<file path="src/rtl/sfu_pkg.sv">
package sfu_pkg;

   // strobe bit positions on ctl
   localparam int OP_ARITH  = 0;
   localparam int OP_CMPSH  = 1;
   localparam int OP_WREG   = 2;
   localparam int OP_BIT    = 3;
   localparam int OP_SC_C   = 4;
   localparam int OP_SC_I   = 5;
   localparam int OP_SC_D   = 6;
   localparam int OP_CLR_V  = 7;
   localparam int OP_LOAD   = 8;
   localparam int OP_BRK    = 9;
   localparam int OP_IRQ    = 10;
   localparam int OP_COUNT  = 11;

   // stored flag indices
   localparam int FL_C      = 0;
   localparam int FL_Z      = 1;
   localparam int FL_I      = 2;
   localparam int FL_D      = 3;
   localparam int FL_V      = 4;
   localparam int FL_N      = 5;
   localparam int NUM_FLAGS = 6;

   // reset image: only interrupt-disable comes up set
   localparam logic [NUM_FLAGS-1:0] FLAG_RST = 6'b000100;

   // bit positions in the restore / pushed byte
   localparam int PB_C   = 0;
   localparam int PB_Z   = 1;
   localparam int PB_I   = 2;
   localparam int PB_D   = 3;
   localparam int PB_B   = 4;
   localparam int PB_ONE = 5;
   localparam int PB_V   = 6;
   localparam int PB_N   = 7;

endpackage

</file>
<file path="src/rtl/sfu_zero_detect.sv">
module sfu_zero_detect #(
   parameter int WIDTH = 8,
   parameter int STYLE = 0
) (
   input  logic [WIDTH-1:0] val,
   output logic             is_zero
);
   localparam int LEVELS = (WIDTH > 1) ? $clog2(WIDTH) : 1;
   localparam int PAD_W  = 1 << LEVELS;

   generate
      if (STYLE == 0) begin : g_reduce
         assign is_zero = ~|val;
      end else begin : g_tree
         logic [LEVELS:0][PAD_W-1:0] lvl;
         assign lvl[0] = {{(PAD_W-WIDTH){1'b0}}, val};
         for (genvar l = 0; l < LEVELS; l++) begin : g_lvl
            localparam int NODES = PAD_W >> (l + 1);
            for (genvar k = 0; k < NODES; k++) begin : g_node
               assign lvl[l+1][k] = lvl[l][2*k] | lvl[l][2*k+1];
            end
            if (NODES < PAD_W) begin : g_fill
               assign lvl[l+1][PAD_W-1:NODES] = '0;
            end
         end
         assign is_zero = ~lvl[LEVELS][0];
      end
   endgenerate
endmodule

</file>
<file path="src/rtl/sfu_flag_cell.sv">
module sfu_flag_cell #(
   parameter logic RST_VAL = 1'b0
) (
   input  logic clk,
   input  logic rst,
   input  logic en,
   input  logic d,
   output logic q
);
   always_ff @(posedge clk) begin
      if (rst)     q <= RST_VAL;
      else if (en) q <= d;
   end
endmodule

</file>
<file path="src/rtl/sfu_next_logic.sv">
module sfu_next_logic
   import sfu_pkg::*;
#(
   parameter int DATA_W = 8
) (
   input  logic [OP_COUNT-1:0]  ctl,
   input  logic                 ir_bit,
   input  logic                 alu_carry,
   input  logic                 alu_ovf,
   input  logic                 res_zero,
   input  logic                 res_msb,
   input  logic [DATA_W-1:0]    db,
   output logic [NUM_FLAGS-1:0] wr_en,
   output logic [NUM_FLAGS-1:0] wr_val
);
   logic unused_db;
   assign unused_db = ^db;

   always_comb begin
      wr_en  = '0;
      wr_val = '0;
      if (ctl[OP_ARITH]) begin
         wr_en[FL_C] = 1'b1; wr_val[FL_C] = alu_carry;
         wr_en[FL_V] = 1'b1; wr_val[FL_V] = alu_ovf;
         wr_en[FL_Z] = 1'b1; wr_val[FL_Z] = res_zero;
         wr_en[FL_N] = 1'b1; wr_val[FL_N] = res_msb;
      end
      if (ctl[OP_CMPSH]) begin
         wr_en[FL_C] = 1'b1; wr_val[FL_C] = alu_carry;
         wr_en[FL_Z] = 1'b1; wr_val[FL_Z] = res_zero;
         wr_en[FL_N] = 1'b1; wr_val[FL_N] = res_msb;
      end
      if (ctl[OP_WREG]) begin
         wr_en[FL_Z] = 1'b1; wr_val[FL_Z] = res_zero;
         wr_en[FL_N] = 1'b1; wr_val[FL_N] = res_msb;
      end
      if (ctl[OP_BIT]) begin
         wr_en[FL_N] = 1'b1; wr_val[FL_N] = db[DATA_W-1];
         wr_en[FL_V] = 1'b1; wr_val[FL_V] = db[DATA_W-2];
         wr_en[FL_Z] = 1'b1; wr_val[FL_Z] = res_zero;
      end
      if (ctl[OP_SC_C]) begin
         wr_en[FL_C] = 1'b1; wr_val[FL_C] = ir_bit;
      end
      if (ctl[OP_SC_I]) begin
         wr_en[FL_I] = 1'b1; wr_val[FL_I] = ir_bit;
      end
      if (ctl[OP_SC_D]) begin
         wr_en[FL_D] = 1'b1; wr_val[FL_D] = ir_bit;
      end
      if (ctl[OP_CLR_V]) begin
         wr_en[FL_V] = 1'b1; wr_val[FL_V] = 1'b0;
      end
      if (ctl[OP_BRK] || ctl[OP_IRQ]) begin
         wr_en[FL_I] = 1'b1; wr_val[FL_I] = 1'b1;
      end
      if (ctl[OP_LOAD]) begin
         wr_en  = '1;
         wr_val[FL_N] = db[PB_N];
         wr_val[FL_V] = db[PB_V];
         wr_val[FL_D] = db[PB_D];
         wr_val[FL_I] = db[PB_I];
         wr_val[FL_Z] = db[PB_Z];
         wr_val[FL_C] = db[PB_C];
      end
   end
endmodule

</file>
<file path="src/rtl/sfu_push_fmt.sv">
module sfu_push_fmt
   import sfu_pkg::*;
(
   input  logic [NUM_FLAGS-1:0] flags,
   input  logic                 brk,
   output logic [7:0]           byte_o
);
   always_comb begin
      byte_o          = '0;
      byte_o[PB_N]    = flags[FL_N];
      byte_o[PB_V]    = flags[FL_V];
      byte_o[PB_ONE]  = 1'b1;
      byte_o[PB_B]    = brk;
      byte_o[PB_D]    = flags[FL_D];
      byte_o[PB_I]    = flags[FL_I];
      byte_o[PB_Z]    = flags[FL_Z];
      byte_o[PB_C]    = flags[FL_C];
   end
endmodule

</file>
<file path="src/rtl/status_flag_unit.sv">
module status_flag_unit
   import sfu_pkg::*;
#(
   parameter int DATA_W     = 8,
   parameter int ZERO_STYLE = 0
) (
   input  logic                clk,
   input  logic                rst,
   input  logic [OP_COUNT-1:0] ctl,
   input  logic                ir_bit,
   input  logic                alu_carry,
   input  logic                alu_ovf,
   input  logic [DATA_W-1:0]   res_bus,
   input  logic [DATA_W-1:0]   db,
   output logic                flag_n,
   output logic                flag_v,
   output logic                flag_d,
   output logic                flag_i,
   output logic                flag_z,
   output logic                flag_c,
   output logic [7:0]          push_byte
);
   generate
      if (DATA_W < 8) begin : g_bad_width
         $error("status_flag_unit: DATA_W must be at least 8");
      end
      if (ZERO_STYLE < 0 || ZERO_STYLE > 1) begin : g_bad_style
         $error("status_flag_unit: ZERO_STYLE must be 0 or 1");
      end
   endgenerate

   logic                 res_zero;
   logic [NUM_FLAGS-1:0] wr_en;
   logic [NUM_FLAGS-1:0] wr_val;
   logic [NUM_FLAGS-1:0] flags_q;

   sfu_zero_detect #(.WIDTH(DATA_W), .STYLE(ZERO_STYLE)) u_zero (
      .val     (res_bus),
      .is_zero (res_zero)
   );

   sfu_next_logic #(.DATA_W(DATA_W)) u_next (
      .ctl       (ctl),
      .ir_bit    (ir_bit),
      .alu_carry (alu_carry),
      .alu_ovf   (alu_ovf),
      .res_zero  (res_zero),
      .res_msb   (res_bus[DATA_W-1]),
      .db        (db),
      .wr_en     (wr_en),
      .wr_val    (wr_val)
   );

   for (genvar f = 0; f < NUM_FLAGS; f++) begin : g_cell
      sfu_flag_cell #(.RST_VAL(FLAG_RST[f])) u_cell (
         .clk (clk),
         .rst (rst),
         .en  (wr_en[f]),
         .d   (wr_val[f]),
         .q   (flags_q[f])
      );
   end

   sfu_push_fmt u_push (
      .flags  (flags_q),
      .brk    (ctl[OP_BRK]),
      .byte_o (push_byte)
   );

   assign flag_n = flags_q[FL_N];
   assign flag_v = flags_q[FL_V];
   assign flag_d = flags_q[FL_D];
   assign flag_i = flags_q[FL_I];
   assign flag_z = flags_q[FL_Z];
   assign flag_c = flags_q[FL_C];
endmodule

</file>
<file path="config.mk">
export PLATFORM = sky130hd
export DESIGN_NAME = status_flag_unit
export DESIGN_NICKNAME = d
export VERILOG_FILES = /design/src/rtl/sfu_pkg.sv /design/src/rtl/sfu_zero_detect.sv /design/src/rtl/sfu_flag_cell.sv /design/src/rtl/sfu_next_logic.sv /design/src/rtl/sfu_push_fmt.sv /design/src/rtl/status_flag_unit.sv
export SDC_FILE = /design/constraint.sdc
export NUM_CORES = 1
export LEC_CHECK = 0
export ABC_AREA = 0
export BUFFER_PORTS_ARGS = -buffer_cell sky130_fd_sc_hd__buf_2
export CAP_MARGIN = 20
export CORE_UTILIZATION = 30
export DETAILED_ROUTE_END_ITERATION = 10
export PLACE_DENSITY_LB_ADDON = 0.15
export SYNTH_ARGS = -nofsm -noshare
export SYNTH_HDL_FRONTEND = slang
export SYNTH_HIERARCHICAL = 1
export SYNTH_SLANG_ARGS = --single-unit
</file>
<file path="constraint.sdc">
create_clock -name clk -period 2.35 [get_ports clk]
set_input_delay 0.47 -clock clk [delete_from_list [all_inputs] [get_ports clk]]
set_output_delay 0.47 -clock clk [all_outputs]
set_load 0.01 [all_outputs]
</file>
==> out/qor.yml, run 1 <==
status:
  status: "completed"
place:
  pre_cts_slack_ns: 0.6829
  dp_hpwl_um: 864.1
  place.gp.congestion: 0.6842
  io_buffers: 42
timing:
  grt_setup_unrepaired: "no"
  drv_slew: 0
  hold_viol: 0
  period_share_pct: 60.02
  setup_slack_ns: 0.9395
  finClkSkew_ns: 0
  fmax_mhz: 709.0
  period_needed_ns: 1.410
  setup_viol: 0
  timing.setup.tns_ns: 0
clock_network:
  cts-htree-levels: 1
  cts_setup_buffers: 0
  clkTransAtPathRegs_ns: 0.05
  cts-root-buf: "clkbuf_4"
  cts_buffers: 3
  insertion_delay_ns: 0.25
  cts_resized: 0
  cts-hold-fix-buffers: 0
  cts_tree: "done"
  cts_sinks: 6
  cts_buffer_depth: 2
yosys:
  synth_top_cell_by_area: "dfxtp_1"
  synth_top_area_share_pct: 26.59
  synth_most_common_cell: "buf_4"
  ys_async_sr_fraction_pct: 0
  avgSynthCellArea_um2: 7.788
  yosys_warnings: 6
  yosys.cell_types.count: 19
  syn_area_um2: 451.7
  synth.ff_latch_count: 6
  syn_inst: 58
  ys.flop_type: "dfxtp_1"
  synth_nets: 90
  netlist_top_cells_area: "dfxtp_1 (27%), buf_4 (15%), mux2i_1 (13%)"
  synthTopCellsByCount: "buf_4 (9), nor2_1 (8), nand2_1 (7)"
  synth_edf_count: 0
  ys_seq_area_share_pct: 26.59
finish:
  largest-register: "g_cell.u_cell/q"
  fill_cells: 157
  final_nets: 127
  seqCellArea_um2: 120.1
  area_delta_synth_final_pct: 38.23
  n_antenna_cell: 0
  drive_gt1_share_pct: 51.61
  top_regs: "g_cell.u_cell/q (6)"
  fin_util_pct: 46.25
  largest_register_ffs: 6
  multi_input_area_um2: 249.0
floorplan:
  ioPinCount: 46
  die_w_um: 40.80
  rows: 13
  initial_core_util_pct: 33.46
  die_h_um: 40.80
  core_area_um2: 1350
  fp.dieArea_um2: 1665
global_routing:
  top_usage_layer: "met2"
  grt_max_degree: 13
  grtUsageMet2_pct: 18.75
  grt_pass1_wl_mm: 1.338
  grt-ovfl-total: 0
  grt_pass1_vias: 336
  antenna_found_initial: 0
  grtUsageTotal_pct: 13.03
  grt_util_met3_pct: 6.522
  grt_use_met1_pct: 15.36
worst_setup_path:
  startpoint: "res_bus[7]"
  worst-path-max-fanout: 2
  criticalPathCategory: "primary input to register"
  worst-path-buf-inv: 1
  slowest_stage: "or4_1"
  timing.rr.start: "g_cell[2].u_cell/q"
  end_kind: "register"
  crit_required_ns: 2.53
  critPathArrivalTime_ns: 1.59
  cp_slowest_stage_delay_ns: 0.51
  crit_path_start_kind: "primary input"
  path_delay_family: "simple AND/OR/NAND/NOR gates"
  path_cells: "buf_2 > or4_1 > nor2_1 > mux2i_1 > a21oi_1 > mux2i_1 > nor2_1"
hold_path:
  hold_class: "primary input to register"
  worstHoldStart: "rst"
pwr:
  power_density_nw_per_um2: 460.0
  ir_worst_vdd_mv: 0.2662
  p_leak_nw: 0.3541
  power_mw: 0.2872
routing:
  drt-total-wl_mm: 1.071
  routedWlPerCell_um: 9.917
  drc: 0
  ant_nets: 0
  drt_first_pass_iters: 3
  via_per_inst: 4.426
  vias: 478
  drt_iter0_markers: 4
job:
  drv_cap: 0
[layout make-up]
class,instances,share of cell area [%]
multi-input combinational,41,39.88
sequential,6,19.24
timing repair buffer,42,33.67
inverter,1,0.6012
clock buffer,3,3.607
tap,15,3.006
[kinds of logic (layout without fill, tap and decap cells)]
family / count (synthesis) / in the layout / synth area share (%)
muxes: 7 / 7 / 15.79
buffers and inverters: 11 / 46 / 18.28
and+or+nand+nor: 22 / 22 / 23.82
DFF: 6 / 6 / 26.59
AOI/OAI and AO/OA: 11 / 11 / 14.68
other: 1 / 1 / 0.8302
[worst paths after layout]
kind                            depth (start not counted)            endpoint  slack (ns)
worst max-delay path                                    7  g_cell[1].u_cell/q        0.94
worst min-delay path                                    2  g_cell[0].u_cell/q        0.46
worst max register to register                          2  g_cell[2].u_cell/q        1.60
worst min register to register                          2  g_cell[5].u_cell/q        0.52
[layer usage]
metal / vias up / share of wire, %
li1: 264 / -
met1: 194 / 48
met2: 20 / 44
met3: 0 / 7.7
met4: 0 / 0
met5: - / 0
[placed cells by master, fill, tap and decap left out, drive strengths merged]
master	instances
or2	1
mux2	1
o21ai	6
nor2b	1
nand2	7
a211o	1
or4	4
conb	1
nor2	8
mux2i	6
clkbuf	3
a21oi	2
inv	1
dfxtp	6
a32oi	1
buf	42
a2111oi	1
nor3	1
[where the power goes]
group | internal [mW] | switching (mW)
combinational | 0.0399 | 0.0364
clock | 0.0580 | 0.0402
sequential | 0.109 | 0.00411
[metrics by stage]
step,std cells,instance area (µm²),hold slack (ns)
floorplan,58,451.7,0.5395
global placement,105,601.8,0.5011
detailed placement,105,601.8,0.5047
CTS,108,624.3,0.4601
global route,108,624.3,0.4636
finish,108,624.3,0.4617
[worst reg2reg max path, delay by kind of cell (launching register included)]
| family | cells | cell delay [ns] |
|---|---|---|
| compound gates | 1 | 0.21 |
| flops | 1 | 0.30 |
| simple gates | 1 | 0.12 |
Note: power is estimated with default switching activity, not from simulation.
==> inputs of run 2 (changes only) <==
--- a/config.mk
+++ b/config.mk
@@ -5,7 +5,7 @@
 export SDC_FILE = /design/constraint.sdc
 export NUM_CORES = 1
 export LEC_CHECK = 0
-export ABC_AREA = 0
+export ABC_AREA = 1
 export BUFFER_PORTS_ARGS = -buffer_cell sky130_fd_sc_hd__buf_2
 export CAP_MARGIN = 20
 export CORE_UTILIZATION = 30
==> constraint.sdc (replaced) <==
create_clock -name clk -period 1.5 [get_ports clk]
set_input_delay 0.3 -clock clk [delete_from_list [all_inputs] [get_ports clk]]
set_output_delay 0.3 -clock clk [all_outputs]
set_load 0.01 [all_outputs]
==> run 2 against run 1 <==
Global-route usage shrank 0.19 points. Highest routed layer unchanged. Cell count is 49% higher. Non-clock buffer count did not move. Combinational power rose by 98%. Core utilization down 2.8 points. Wire length increased by 8.5%.
==> out/qor.yml, run 2 <==
yosys:
  yosys.area_share.simple_pct: 48.28
  synthMuxAreaShare_pct: 0
  yosys.cell_types.count: 19
  synth_compound_area_share_pct: 4.526
  synth-adder-area-share_pct: 0
  synth_most_common_cell: "nand2_1"
  syn_area_um2: 580.6
  synth.ff_latch_count: 6
  yosys_warnings: 6
  synth_edf_count: 0
  synth_nets: 133
  netlist_top_cells_area: "dfxtp_1 (21%), nand2_1 (16%), nor2_1 (12%)"
  synthXorXnorAreaFrac_pct: 0
  ys_async_sr_fraction_pct: 0
  ys_seq_area_share_pct: 20.69
  synth_top_cell_by_area: "dfxtp_1"
  synth_top_area_share_pct: 20.69
  syn_inst: 101
  synthTopCellsByCount: "nand2_1 (25), nor2_1 (19), inv_1 (18), buf_4 (9), dfxtp_1 (6)"
  ys.flop_type: "dfxtp_1"
  synth_top_family_by_area: "simple AND/OR/NAND/NOR gates"
  avgSynthCellArea_um2: 5.748
timing:
  setup_viol: 0
  period_needed_ns: 1.039
  grt_setup_unrepaired: "no"
  finClkSkew_ns: 0
  period_share_pct: 69.27
  fmax_mhz: 962.4
  drv_slew: 0
  timing.setup.tns_ns: 0
  hold_viol: 0
routing:
  routedWlPerCell_um: 7.217
  ant_nets: 0
  drt_iter0_markers: 6
  drt_first_pass_iters: 4
  drc: 0
  via_per_inst: 3.981
  drt-total-wl_mm: 1.162
  vias: 641
global_routing:
  grt_max_degree: 11
  antenna_found_initial: 0
  grt-ovfl-total: 0
  grt_pass1_wl_mm: 1.959
  grt_pass1_vias: 505
  grtUsageTotal_pct: 12.84
clock_network:
  cts_buffers: 3
  clkTransAtPathRegs_ns: 0.04
  cts-hold-fix-buffers: 0
  insertion_delay_ns: 0.24
  cts_tree: "done"
  cts_buffer_depth: 2
  cts-htree-levels: 1
  cts_sinks: 6
  cts_resized: 0
  cts-root-buf: "clkbuf_4"
  cts_setup_buffers: 0
worst_setup_path:
  slowest_stage: "dfxtp_1"
  path_delay_family: "flip-flops"
  worstReg2RegEnd: "g_cell[4].u_cell/q"
  criticalPathCategory: "register to output pin"
  worst-path-buf-inv: 1
  crit_required_ns: 1.20
  path_cells: "buf_2"
  end_kind: "output pin"
  worst-path-stages: 1
  worst-path-max-fanout: 3
  crit_path_start_kind: "register"
  startpoint: "g_cell[2].u_cell/q"
  timing.rr.start: "g_cell[4].u_cell/q"
  rr_worst_depth: 2
  cp_slowest_stage_delay_ns: 0.36
  r2r_slack_ns: 0.91
  critPathArrivalTime_ns: 0.74
place:
  io_buffers: 42
  place.gp.congestion: 0.7748
  dp_hpwl_um: 989.2
floorplan:
  fp.dieArea_um2: 2115
  rows: 15
  core_area_um2: 1764
  die_w_um: 45.99
  die_h_um: 45.99
  initial_core_util_pct: 32.91
  ioPinCount: 46
finish:
  multi_input_area_um2: 310.3
  largest_register_ffs: 6
  largest-register: "g_cell.u_cell/q"
  top_regs: "g_cell.u_cell/q (6)"
  n_antenna_cell: 0
  drive_gt1_share_pct: 40.44
  final_nets: 170
  seqCellArea_um2: 120.1
  fill_cells: 214
  final_common_cell: "buf_2"
  layout_common_cells: "buf_2 (42), nand2_1 (25), nor2_1 (19), inv_1 (18), dfxtp_1 (6)"
  area_delta_synth_final_pct: 31.90
status:
  status: "completed"
pwr:
  power_density_nw_per_um2: 618.3
  p_leak_nw: 0.4913
  power_mw: 0.4735
  ir_worst_vdd_mv: 0.2409
hold_path:
  worstHoldStart: "rst"
  min_delay_path_depth: 3
  holdPathEnd: "g_cell[2].u_cell/q"
  hold_class: "primary input to register"
job:
  drv_cap: 0
[run 2: cell type report]
cell class | instances | area share [%]
repair buffers | 42 | 27.45
clock buffers | 3 | 2.941
multi-input cells | 66 | 40.52
flip-flops and latches | 6 | 15.69
inverters | 19 | 9.314
well taps | 25 | 4.085
[run 2: worst max-delay path by stage]
stage	end	slack, ns
floorplan	g_cell[5].u_cell/q	0.45
global placement	g_cell[1].u_cell/q	0.35
detailed placement	g_cell[1].u_cell/q	0.34
CTS	flag_i	0.44
global route	flag_i	0.42
finish	flag_i	0.46
[run 2: through the flow]
stage	instance area, µm²	hold WS, ns	cells	utilization (%)	setup WS, ns
after floorplan	580.6	0.4060	101	-	0.4512
after global placement	743.2	0.4800	158	42.13	0.3491
after detailed placement	743.2	0.4848	158	42.13	0.3445
after CTS	765.7	0.3475	161	43.40	0.4422
after global routing	765.7	0.3821	161	43.40	0.4159
final	765.7	0.3528	161	43.40	0.4609
[run 2: worst reg2reg max path: stages (launching register included)]
cell and delay, ns:
dfxtp_1 0.31, nor2_1 0.13, nor2_2 0.05
[run 2: report_power, final]
part	leakage, nW	switching, mW	total [mW]	internal (mW)
sequential	0.0498	0.00731	0.179	0.172
combinational	0.428	0.0812	0.151	0.0699
clock	0.0138	0.0534	0.144	0.0902
[run 2: routing by layer]
layer | GRT usage [%] | wire [µm] | vias to the layer above
met3 | 2.381 | 65 | 0
li1 | - | - | 356
met5 | 0 | 0 | -
met1 | 17.37 | 587 | 261
met4 | 8.824 | 0 | 0
met2 | 18.03 | 509 | 24
[run 2: cells by family (layout without fill, tap and decap cells)]
| group | count (synthesis) | after routing |
|---|---|---|
| AND/OR/NAND/NOR | 60 | 60 |
| buffers and inverters | 29 | 64 |
| flip-flops | 6 | 6 |
| AO/OA/AOI/OAI | 5 | 5 |
| other | 1 | 1 |
==> inputs of run 3 (changes only) <==
==> constraint.sdc (replaced) <==
create_clock -name clk -period 0.9 [get_ports clk]
set_input_delay 0.18 -clock clk [delete_from_list [all_inputs] [get_ports clk]]
set_output_delay 0.18 -clock clk [all_outputs]
set_load 0.01 [all_outputs]
==> run 3 against run 2 <==
Via count increased by 5.8%. Count of clock-buffer cells in the layout unchanged. Flip-flop and latch count unchanged. Critical path depth unchanged. Cell area increased by 8.8%. Global-route usage shrank 0.49 points. Combinational power increased by 88%. Sequential share of layout area down 0.37 points. First-iteration DRC count is 67% lower. Worst hold slack got worse by 0.14 ns. Worst setup slack worse by 0.45 ns. Wire length is 12% higher. Largest cell class unchanged.
==> out/qor.yml, run 3 (same netlist as run 2, synthesis figures left out) <==
finish:
  drive_gt1_share_pct: 48.91
  largest_register_ffs: 6
  layout_common_cells: "buf_2 (36), nand2_1 (25), inv_1 (18), nor2_1 (15), nor2_2 (9)"
  final_common_cell: "buf_2"
  area_delta_synth_final_pct: 43.53
  largest-register: "g_cell.u_cell/q"
  top_regs: "g_cell.u_cell/q (6)"
  final_nets: 171
  n_antenna_cell: 0
clock_network:
  insertion_delay_ns: 0.24
  cts_sinks: 6
  cts_buffers: 3
  cts-htree-levels: 1
  cts_setup_buffers: 0
  cts_tree: "done"
  clkTransAtPathRegs_ns: 0.05
  cts-root-buf: "clkbuf_4"
  cts_buffer_depth: 2
  cts-hold-fix-buffers: 0
timing:
  timing.setup.tns_ns: 0
  period_share_pct: 98.40
  finClkSkew_ns: 0
  hold_viol: 0
  period_needed_ns: 0.8856
  grt_setup_unrepaired: "yes"
  setup_viol: 0
  fmax_mhz: 1129
  drv_slew: 0
routing:
  drt_iter0_markers: 2
  vias: 678
  drt_first_pass_iters: 4
  via_per_inst: 4.185
  drt-total-wl_mm: 1.301
  drc: 0
  ant_nets: 0
  routedWlPerCell_um: 8.031
global_routing:
  grt_max_degree: 11
  grt_pass1_wl_mm: 1.932
  grt_pass1_vias: 539
  antenna_found_initial: 0
  grtUsageTotal_pct: 12.35
  grt-ovfl-total: 0
pwr:
  intPower_mw: 0.5835
  p_comb_share_pct: 33.8
  p_clk_share_pct: 29.7
  pwr-share-seq_pct: 36.5
  power_mw: 0.8412
  ir_worst_vdd_mv: 0.9167
  p_switching_mw: 0.2578
  power_density_nw_per_um2: 1010
  switching_share_pct: 30.64
  p_leak_nw: 0.5085
worst_setup_path:
  crit_path_start_kind: "register"
  cp_slowest_stage_delay_ns: 0.35
  rr_worst_depth: 2
  criticalPathCategory: "register to output pin"
  critPathArrivalTime_ns: 0.71
  worst-path-max-fanout: 3
  path_delay_family: "flip-flops"
  worst-path-buf-inv: 1
  end_kind: "output pin"
  crit_required_ns: 0.72
  path_cells: "buf_6"
  worst-path-stages: 1
  slowest_stage: "dfxtp_2"
floorplan:
  core_area_um2: 1764
  rows: 15
  fp.dieArea_um2: 2115
  initial_core_util_pct: 32.91
  ioPinCount: 46
  die_h_um: 45.99
  die_w_um: 45.99
job:
  drv_cap: 0
status:
  status: "completed"
place:
  dp_hpwl_mm: 1.079
  place.gp.congestion: 0.7747
  io_buffers: 42
hold_path:
  hold_class: "primary input to register"
  min_delay_path_depth: 3
-- run 3: cell count changes in the layout (fill, tap and decap cells not counted), sizes merged --
cell,delta
buf,+1
-- run 3: power by group through the flow --
stage | clock network [mW] | logic, mW | registers, mW
final | 0.250 | 0.284 | 0.307
after global routing | 0.286 | 0.319 | 0.310
after global placement | 0 | 0.256 | 0.303
after floorplan | 0 | 0.159 | 0.313
after detailed placement | 0 | 0.260 | 0.303
after CTS | 0.267 | 0.261 | 0.302
-- run 3: tightest hold or removal path: stages --
cell and delay [ns]:
buf_2 0.13, inv_1 0.06, nand3_2 0.06
-- run 3: routing by layer --
layer | part of all wire [%] | track usage, % | vias up
met5 | 0 | 0 | -
met4 | 0 | 1.176 | 0
met3 | 7.1 | 5.952 | 0
met2 | 54 | 22.25 | 25
met1 | 39 | 13.35 | 292
li1 | - | - | 361
-- run 3: path summary, 6_finish.rpt --
| kind | from | to | slack, ns |
|---|---|---|---|
| min | rst | g_cell[2].u_cell/q | 0.21 |
| max | g_cell[2].u_cell/q | flag_i | 0.01 |
| min reg2reg | g_cell[2].u_cell/q | g_cell[2].u_cell/q | 0.48 |
| max reg2reg | g_cell[0].u_cell/q | g_cell[0].u_cell/q | 0.28 |
-- run 3: layout make-up --
| class | count | area (µm²) |
|---|---|---|
| multi-input combinational | 66 | 325.3 |
| inverter | 19 | 71.32 |
| fill | 219 | 930.9 |
| timing repair buffer | 43 | 255.2 |
| tap | 25 | 31.28 |
| clock buffer | 3 | 22.52 |
| sequential | 6 | 127.6 |
-- run 3: timing repair --
action | CTS | global route
setup endpoints to repair | 12 | 14
pin swaps | 0 | 1
resized for setup | 6 | 9
cloned | 0 | 0
-- run 3: per-stage QoR --
step / instance area (µm²) / cells / util [%] / hold slack (ns) / worst slack, ns
2_1_floorplan: 588.1 / 101 / - / 0.2860 / 0.01943
3_3_place_gp: 758.2 / 159 / 42.98 / 0.4626 / -0.1523
3_5_place_dp: 758.2 / 159 / 42.98 / 0.4607 / -0.1744
4_1_cts: 788.3 / 162 / 44.68 / 0.2066 / 0.008887
5_1_grt: 833.3 / 162 / 47.23 / 0.2178 / -0.02661
6_report: 833.3 / 162 / 47.23 / 0.2137 / 0.01441
